--- config.mk ---
export PLATFORM = sky130hd
export DESIGN_NAME = fault_escalator
export DESIGN_NICKNAME = d
export VERILOG_FILES = /design/src/rtl/fltesc_pkg.sv /design/src/rtl/fltesc_router.sv /design/src/rtl/fltesc_addr_cap.sv /design/src/rtl/fltesc_status.sv /design/src/rtl/fault_escalator.sv
export SDC_FILE = /design/constraint.sdc
export NUM_CORES = 1
export LEC_CHECK = 0
export BUFFER_PORTS_ARGS = -buffer_cell sky130_fd_sc_hd__buf_2
export CAP_MARGIN = 0
export CELL_PAD_IN_SITES_DETAIL_PLACEMENT = 0
export CELL_PAD_IN_SITES_GLOBAL_PLACEMENT = 2
export CORE_MARGIN = 5
export CORE_UTILIZATION = 38
export CTS_BUF_LIST = sky130_fd_sc_hd__clkbuf_2 sky130_fd_sc_hd__clkbuf_4 sky130_fd_sc_hd__clkbuf_8
export CTS_CLUSTER_SIZE = 14
export DETAILED_ROUTE_END_ITERATION = 10
export GPL_ROUTABILITY_DRIVEN = 0
export PLACE_DENSITY_LB_ADDON = 0.1
export SLEW_MARGIN = 20
export SYNTH_ARGS = -nofsm -noshare
export SYNTH_HDL_FRONTEND = slang
export SYNTH_HIERARCHICAL = 1
export SYNTH_SLANG_ARGS = --single-unit
--- constraint.sdc ---
create_clock -name clk -period 2 [get_ports clk]
set_input_delay 0.4 -clock clk [delete_from_list [all_inputs] [get_ports clk]]
set_output_delay 0.4 -clock clk [all_outputs]
set_load 0.05 [all_outputs]
--- src/rtl/fltesc_pkg.sv ---
package fltesc_pkg;

  localparam int unsigned WORD_W = 32;
  localparam int unsigned LANES  = WORD_W / 8;
  localparam int unsigned N_CLS  = 3;

  // class slots; slot g carries rank g+1
  localparam int unsigned CLS_USG = 0;
  localparam int unsigned CLS_BUS = 1;
  localparam int unsigned CLS_MEM = 2;

  localparam logic [2:0] ACT_HARD = 3'd4;

  // status word bit positions
  localparam int unsigned MB_IACC   = 0;
  localparam int unsigned MB_DACC   = 1;
  localparam int unsigned MB_UNSTK  = 3;
  localparam int unsigned MB_STK    = 4;
  localparam int unsigned MB_AVALID = 7;
  localparam int unsigned BB_BASE   = 8;
  localparam int unsigned BB_PREC   = 9;
  localparam int unsigned BB_AVALID = 15;
  localparam int unsigned UB_BASE   = 16;
  localparam int unsigned UB_UNAL   = 24;
  localparam int unsigned UB_DIV0   = 25;
  localparam logic [WORD_W-1:0] STAT_IMPL = 32'h030F_9F9B;

  // hard status word bit positions
  localparam int unsigned HB_VECT   = 1;
  localparam int unsigned HB_FORCED = 30;
  localparam int unsigned HB_DEBUG  = 31;
  localparam logic [WORD_W-1:0] HARD_IMPL = 32'hC000_0002;

  localparam logic [1:0] IDX_STATUS  = 2'd0;
  localparam logic [1:0] IDX_MMADDR  = 2'd1;
  localparam logic [1:0] IDX_BUSADDR = 2'd2;
  localparam logic [1:0] IDX_HARD    = 2'd3;

  typedef struct packed {
    logic hard;
    logic mem;
    logic bus;
    logic usg;
  } req_t;

endpackage

--- src/rtl/fltesc_router.sv ---
module fltesc_router
  import fltesc_pkg::*;
(
  input  logic              clk,
  input  logic              rst_n,
  input  logic [3:0]        mm_evt,
  input  logic [4:0]        bus_evt,
  input  logic [3:0]        usg_evt,
  input  logic              unal_single,
  input  logic              unal_multi,
  input  logic              div_zero,
  input  logic              vec_fetch_err,
  input  logic              dbg_halt_evt,
  input  logic              hnd_en_mem,
  input  logic              hnd_en_bus,
  input  logic              hnd_en_usg,
  input  logic              trap_div0_en,
  input  logic              trap_unal_en,
  input  logic [2:0]        act_cls,
  output logic [WORD_W-1:0] stat_set,
  output logic [WORD_W-1:0] hard_set,
  output logic              mm_cap,
  output logic              bus_cap,
  output req_t              req_q,
  output logic              lock_q
);

  logic [N_CLS-1:0] cls_any;
  logic [N_CLS-1:0] cls_en;
  logic [N_CLS-1:0] cls_esc;
  logic [2:0]       act_rank;
  logic             lock_hit;
  logic             frozen;
  req_t             req_d;

  // cause bits gathered into the status word layout
  always_comb begin
    stat_set                   = '0;
    stat_set[MB_IACC]          = mm_evt[0];
    stat_set[MB_DACC]          = mm_evt[1];
    stat_set[MB_UNSTK]         = mm_evt[2];
    stat_set[MB_STK]           = mm_evt[3];
    stat_set[MB_AVALID]        = mm_evt[1];
    stat_set[BB_BASE +: 5]     = bus_evt;
    stat_set[BB_AVALID]        = bus_evt[1];
    stat_set[UB_BASE +: 4]     = usg_evt;
    stat_set[UB_UNAL]          = unal_multi | (unal_single & trap_unal_en);
    stat_set[UB_DIV0]          = div_zero & trap_div0_en;
  end

  assign mm_cap  = mm_evt[1];
  assign bus_cap = bus_evt[1];

  assign cls_any[CLS_MEM] = |mm_evt;
  assign cls_any[CLS_BUS] = |bus_evt;
  assign cls_any[CLS_USG] = |stat_set[UB_DIV0:UB_BASE];
  assign cls_en[CLS_MEM]  = hnd_en_mem;
  assign cls_en[CLS_BUS]  = hnd_en_bus;
  assign cls_en[CLS_USG]  = hnd_en_usg;

  assign act_rank = (act_cls > ACT_HARD) ? ACT_HARD : act_cls;

  generate
    for (genvar g = 0; g < N_CLS; g++) begin : g_cls
      localparam logic [2:0] RANK = 3'(g + 1);
      assign cls_esc[g] = cls_any[g] & (~cls_en[g] | (act_rank >= RANK));
    end
  endgenerate

  assign lock_hit = (act_rank == ACT_HARD) & ((|cls_any) | vec_fetch_err);
  assign frozen   = lock_hit | lock_q;

  always_comb begin
    hard_set            = '0;
    hard_set[HB_VECT]   = vec_fetch_err;
    hard_set[HB_FORCED] = (|cls_esc) & ~frozen;
    hard_set[HB_DEBUG]  = dbg_halt_evt;
  end

  always_comb begin
    req_d.mem  = cls_any[CLS_MEM] & ~cls_esc[CLS_MEM] & ~frozen;
    req_d.bus  = cls_any[CLS_BUS] & ~cls_esc[CLS_BUS] & ~frozen;
    req_d.usg  = cls_any[CLS_USG] & ~cls_esc[CLS_USG] & ~frozen;
    req_d.hard = ((|cls_esc) | vec_fetch_err) & ~frozen;
  end

  always_ff @(posedge clk or negedge rst_n) begin
    if (!rst_n) begin
      req_q <= '0;
    end else begin
      req_q <= req_d;
    end
  end

  always_ff @(posedge clk or negedge rst_n) begin
    if (!rst_n) begin
      lock_q <= 1'b0;
    end else if (lock_hit) begin
      lock_q <= 1'b1;
    end
  end

  AST_LOCK_STICKY: assert property (@(posedge clk) disable iff (!rst_n)
    $past(lock_q) |-> lock_q);

endmodule

--- src/rtl/fltesc_addr_cap.sv ---
module fltesc_addr_cap #(
  parameter int unsigned ADDR_W = 32
) (
  input  logic              clk,
  input  logic              rst_n,
  input  logic              cap,
  input  logic [ADDR_W-1:0] addr_in,
  output logic [ADDR_W-1:0] addr_q
);

  logic [ADDR_W-1:0] addr_d;

  assign addr_d = addr_in;

  always_ff @(posedge clk or negedge rst_n) begin
    if (!rst_n) begin
      addr_q <= '0;
    end else if (cap) begin
      addr_q <= addr_d;
    end
  end

endmodule

--- src/rtl/fltesc_status.sv ---
module fltesc_status
  import fltesc_pkg::*;
#(
  parameter int unsigned ADDR_W = 32
) (
  input  logic              clk,
  input  logic              rst_n,
  input  logic [WORD_W-1:0] stat_set,
  input  logic [WORD_W-1:0] hard_set,
  input  logic              reg_en,
  input  logic              reg_wr,
  input  logic [1:0]        reg_idx,
  input  logic [LANES-1:0]  reg_be,
  input  logic [WORD_W-1:0] reg_wdata,
  input  logic [ADDR_W-1:0] mm_addr,
  input  logic [ADDR_W-1:0] bus_addr,
  output logic [WORD_W-1:0] stat_q,
  output logic [WORD_W-1:0] hard_q,
  output logic [WORD_W-1:0] reg_rdata
);

  logic [WORD_W-1:0] lane_mask;
  logic              wr_stat;
  logic              wr_hard;
  logic [WORD_W-1:0] clr_stat;
  logic [WORD_W-1:0] clr_hard;
  logic [WORD_W-1:0] stat_d;
  logic [WORD_W-1:0] hard_d;
  logic              stat_ce;
  logic              hard_ce;
  logic [WORD_W-1:0] rd_word;
  logic [WORD_W-1:0] rd_d;

  generate
    for (genvar g = 0; g < LANES; g++) begin : g_lane
      assign lane_mask[8*g +: 8] = {8{reg_be[g]}};
    end
  endgenerate

  assign wr_stat  = reg_en & reg_wr & (reg_idx == IDX_STATUS);
  assign wr_hard  = reg_en & reg_wr & (reg_idx == IDX_HARD);
  assign clr_stat = wr_stat ? (reg_wdata & lane_mask) : '0;
  assign clr_hard = wr_hard ? (reg_wdata & lane_mask) : '0;

  // a new event is ORed in after the clear, so it wins
  assign stat_d  = ((stat_q & ~clr_stat) | stat_set) & STAT_IMPL;
  assign hard_d  = ((hard_q & ~clr_hard) | hard_set) & HARD_IMPL;
  assign stat_ce = wr_stat | (|stat_set);
  assign hard_ce = wr_hard | (|hard_set);

  always_ff @(posedge clk or negedge rst_n) begin
    if (!rst_n) begin
      stat_q <= '0;
    end else if (stat_ce) begin
      stat_q <= stat_d;
    end
  end

  always_ff @(posedge clk or negedge rst_n) begin
    if (!rst_n) begin
      hard_q <= '0;
    end else if (hard_ce) begin
      hard_q <= hard_d;
    end
  end

  always_comb begin
    case (reg_idx)
      IDX_STATUS:  rd_word = stat_q;
      IDX_MMADDR:  rd_word = WORD_W'(mm_addr);
      IDX_BUSADDR: rd_word = WORD_W'(bus_addr);
      default:     rd_word = hard_q;
    endcase
  end

  assign rd_d = (reg_en & ~reg_wr) ? (rd_word & lane_mask) : '0;

  always_ff @(posedge clk or negedge rst_n) begin
    if (!rst_n) begin
      reg_rdata <= '0;
    end else begin
      reg_rdata <= rd_d;
    end
  end

  AST_STAT_CLEARED_BY_WRITE: assert property (@(posedge clk) disable iff (!rst_n)
    (|($past(stat_q) & ~stat_q)) |-> $past(wr_stat));

  AST_HARD_CLEARED_BY_WRITE: assert property (@(posedge clk) disable iff (!rst_n)
    (|($past(hard_q) & ~hard_q)) |-> $past(wr_hard));

endmodule

--- src/rtl/fault_escalator.sv ---
module fault_escalator
  import fltesc_pkg::*;
#(
  parameter int unsigned ADDR_W = 32
) (
  input  logic              clk,
  input  logic              rst_n,
  input  logic [3:0]        mm_evt,
  input  logic [ADDR_W-1:0] mm_fault_addr,
  input  logic [4:0]        bus_evt,
  input  logic [ADDR_W-1:0] bus_fault_addr,
  input  logic [3:0]        usg_evt,
  input  logic              unal_single,
  input  logic              unal_multi,
  input  logic              div_zero,
  input  logic              vec_fetch_err,
  input  logic              dbg_halt_evt,
  input  logic              hnd_en_mem,
  input  logic              hnd_en_bus,
  input  logic              hnd_en_usg,
  input  logic              trap_div0_en,
  input  logic              trap_unal_en,
  input  logic [2:0]        act_cls,
  input  logic              reg_en,
  input  logic              reg_wr,
  input  logic [1:0]        reg_idx,
  input  logic [3:0]        reg_be,
  input  logic [31:0]       reg_wdata,
  output logic [31:0]       reg_rdata,
  output logic              req_mem,
  output logic              req_bus,
  output logic              req_usg,
  output logic              req_hard,
  output logic              lockup
);

  logic [WORD_W-1:0] stat_set;
  logic [WORD_W-1:0] hard_set;
  logic [WORD_W-1:0] stat_q;
  logic [WORD_W-1:0] hard_q;
  logic              mm_cap;
  logic              bus_cap;
  logic [ADDR_W-1:0] mm_addr_q;
  logic [ADDR_W-1:0] bus_addr_q;
  req_t              req_q;
  logic              lock_q;

  fltesc_router i_router (
    .clk           (clk),
    .rst_n         (rst_n),
    .mm_evt        (mm_evt),
    .bus_evt       (bus_evt),
    .usg_evt       (usg_evt),
    .unal_single   (unal_single),
    .unal_multi    (unal_multi),
    .div_zero      (div_zero),
    .vec_fetch_err (vec_fetch_err),
    .dbg_halt_evt  (dbg_halt_evt),
    .hnd_en_mem    (hnd_en_mem),
    .hnd_en_bus    (hnd_en_bus),
    .hnd_en_usg    (hnd_en_usg),
    .trap_div0_en  (trap_div0_en),
    .trap_unal_en  (trap_unal_en),
    .act_cls       (act_cls),
    .stat_set      (stat_set),
    .hard_set      (hard_set),
    .mm_cap        (mm_cap),
    .bus_cap       (bus_cap),
    .req_q         (req_q),
    .lock_q        (lock_q)
  );

  fltesc_addr_cap #(.ADDR_W(ADDR_W)) i_mm_addr (
    .clk     (clk),
    .rst_n   (rst_n),
    .cap     (mm_cap),
    .addr_in (mm_fault_addr),
    .addr_q  (mm_addr_q)
  );

  fltesc_addr_cap #(.ADDR_W(ADDR_W)) i_bus_addr (
    .clk     (clk),
    .rst_n   (rst_n),
    .cap     (bus_cap),
    .addr_in (bus_fault_addr),
    .addr_q  (bus_addr_q)
  );

  fltesc_status #(.ADDR_W(ADDR_W)) i_status (
    .clk       (clk),
    .rst_n     (rst_n),
    .stat_set  (stat_set),
    .hard_set  (hard_set),
    .reg_en    (reg_en),
    .reg_wr    (reg_wr),
    .reg_idx   (reg_idx),
    .reg_be    (reg_be),
    .reg_wdata (reg_wdata),
    .mm_addr   (mm_addr_q),
    .bus_addr  (bus_addr_q),
    .stat_q    (stat_q),
    .hard_q    (hard_q),
    .reg_rdata (reg_rdata)
  );

  assign req_mem  = req_q.mem;
  assign req_bus  = req_q.bus;
  assign req_usg  = req_q.usg;
  assign req_hard = req_q.hard;
  assign lockup   = lock_q;

  AST_LOCK_SILENCES_REQ: assert property (@(posedge clk) disable iff (!rst_n)
    lockup |-> !(req_mem | req_bus | req_usg | req_hard));

  AST_HARD_HAS_CAUSE: assert property (@(posedge clk) disable iff (!rst_n)
    req_hard |-> (hard_q[HB_FORCED] | hard_q[HB_VECT]));

  AST_DIV0_NEEDS_TRAP: assert property (@(posedge clk) disable iff (!rst_n)
    $rose(stat_q[UB_DIV0]) |-> $past(trap_div0_en));

  AST_MM_ADDR_LOADED: assert property (@(posedge clk) disable iff (!rst_n)
    $past(mm_evt[1]) |-> (mm_addr_q == $past(mm_fault_addr)));

  AST_BUS_ADDR_KEPT: assert property (@(posedge clk) disable iff (!rst_n)
    !$past(bus_evt[1]) |-> $stable(bus_addr_q));

  AST_REQ_NEEDS_EVENT: assert property (@(posedge clk) disable iff (!rst_n)
    (req_mem | req_bus | req_usg | req_hard) |->
      $past((|mm_evt) | (|bus_evt) | (|usg_evt) | unal_single | unal_multi
            | div_zero | vec_fetch_err));

endmodule

==> results.json <==
{
  "first_pass_iters": 4,
  "timing.critical_path.max_delay_family": "flip-flops",
  "hold_path_startpoint": "dbg_halt_evt",
  "grt_max_degree": 56,
  "first_iter_violations": 205,
  "min_period_ps": 1470,
  "root_buffer": "clkbuf_8",
  "routed_wl_um": 13400,
  "syn_area_per_cell_um2": 13.9,
  "cp-start-kind": "flop",
  "syn_nets": 531,
  "final_common_cell": "buf_2",
  "clkTransAtPathRegs_ps": 70,
  "num_rows": 44,
  "die_h_um": 131,
  "cp_cell_sequence": "buf_2",
  "worst_skew_pair.late_latency_ps": 430,
  "p_sw_uw": 1410,
  "reg2reg_from": "i_mm_addr/addr_q[1]$_DFFE_PN0P_",
  "cts_sinks": 121,
  "viasPerCell": 4.92,
  "tightest_slew_ps": 705,
  "initial_core_util": 0.385,
  "drv_cap": 0,
  "crit_buf_inv": 1,
  "syn_inst": 399,
  "place_area_um2": 6290,
  "maxSlewViolCount": 0,
  "io_pins": 169,
  "finalInstanceArea_um2": 6770,
  "startpoint": "i_router/lock_q$_DFFE_PN0P_",
  "antenna_found_initial": 1,
  "swShare": 0.237,
  "dp.cells": 705,
  "cts_resized": 0,
  "fin_util": 0.470,
  "critPathKind": "flop to primary output",
  "hold_viol": 0,
  "vias": 3631,
  "die_x_um": 131,
  "slew_headroom": 0.528,
  "final-setup-viol-count": 0,
  "cts_setup_buffers": 0,
  "numCtsBuffers": 17,
  "yosys_warnings": 6,
  "core_um2": 14400,
  "ant_nets": 0,
  "area_growth_pct": 21.9,
  "slowest_stage": "dfrtp_1",
  "final_cell_mix": "buf_2, dfrtp_1, mux2_4, a211oi_1, nand3_1",
  "path_max_fanout": 3,
  "die-area_um2": 17100,
  "hold_path.class": "input port to flop",
  "drc": 0,
  "cts_tree": "built",
  "comb_power_share": 0.121,
  "p_total_uw": 5970,
  "nets": 673,
  "clock_skew_ps": 8.60,
  "p_leak_uw": 0.00323,
  "cts_hold_buf": 1,
  "grt_pass1_vias": 3797,
  "htreeDepth": 4,
  "fmax_ghz": 0.679,
  "power_density_nw_per_um2": 881,
  "syn_area_um2": 5560,
  "io_buffers": 155,
  "grt_use_total": 0.163,
  "clock_path_buffers": 2,
  "clkPwrFrac": 0.428,
  "internal-power_uw": 4550,
  "wl_per_cell_um": 18.2,
  "required_ps": 1600,
  "seq_power_share": 0.451,
  "finalCritPeriodShare": 0.737,
  "cp.arrival_ps": 1070,
  "status": "completed",
  "stdcell_count": 738,
  "final_layout_size_suffix_gt1_frac": 0.487,
  "n_antenna_cell": 0,
  "cp-end-kind": "primary output",
  "max_stage_delay_ps": 370,
  "max-vdd-ir-drop_v": 0.000425,
  "rsz0062_at_grt": "false",
  "tns_ps": 0,
  "overflow": 0,
  "place_hpwl_um": 9520,
  "grt_pass1_wl_um": 20600
}
[stage by stage]
stage / hold WS (ps) / setup slack, ps
global placement: 318 / 122
finish: 156 / 526
CTS: 121 / 486
detailed placement: 324 / 254
global route: 123 / 463
floorplan: 104 / 433
[routing by layer]
layer  vias up  global-route usage  share of wire
met1      1811               0.214           0.44
met2        99               0.253           0.47
met3        13              0.0606          0.072
met4         2              0.0472          0.011
met5         -                   0        0.00097
li1       1706                   -              -
[area by class of cell]
| class | count | area [um^2] |
|---|---|---|
| clock inverter | 12 | 195 |
| sequential | 121 | 3030 |
| fill | 1346 | 7650 |
| clock buffer | 20 | 275 |
| inverter | 4 | 15.0 |
| multi-input combinational | 232 | 2110 |
| tap | 184 | 230 |
| timing repair buffer | 165 | 922 |
[flip-flops by register name, indices dropped and copies added (netlist names)]
name and count:
i_bus_addr/addr_q 32, i_mm_addr/addr_q 32, i_router/lock_q 1, i_router/req_q 4
i_status/hard_q 3, i_status/reg_rdata 32, i_status/stat_q 17
[path summary, 6_finish.rpt]
kind	end	slack [ps]	cells after the start
worst max register to register	i_status/reg_rdata[1]$_DFF_PN0_	810	2
worst min register to register	i_status/stat_q[19]$_DFFE_PN0P_	470	1
worst min-delay path	i_status/hard_q[31]$_DFFE_PN0P_	160	2
worst max-delay path	lockup	530	1
max in group asynchronous	i_bus_addr/addr_q[12]$_DFFE_PN0P_	1000	3
min in group asynchronous	i_mm_addr/addr_q[23]$_DFFE_PN0P_	440	2
[power groups by stage]
stage	combinational [uW]	sequential (uW)	clock, uW
2_1_floorplan	441	2770	0
3_3_place_gp	724	2730	0
3_5_place_dp	732	2730	0
4_1_cts	737	2690	2630
5_1_grt	791	2710	2730
6_report	722	2690	2560
Power figures use the tool's default switching activity.
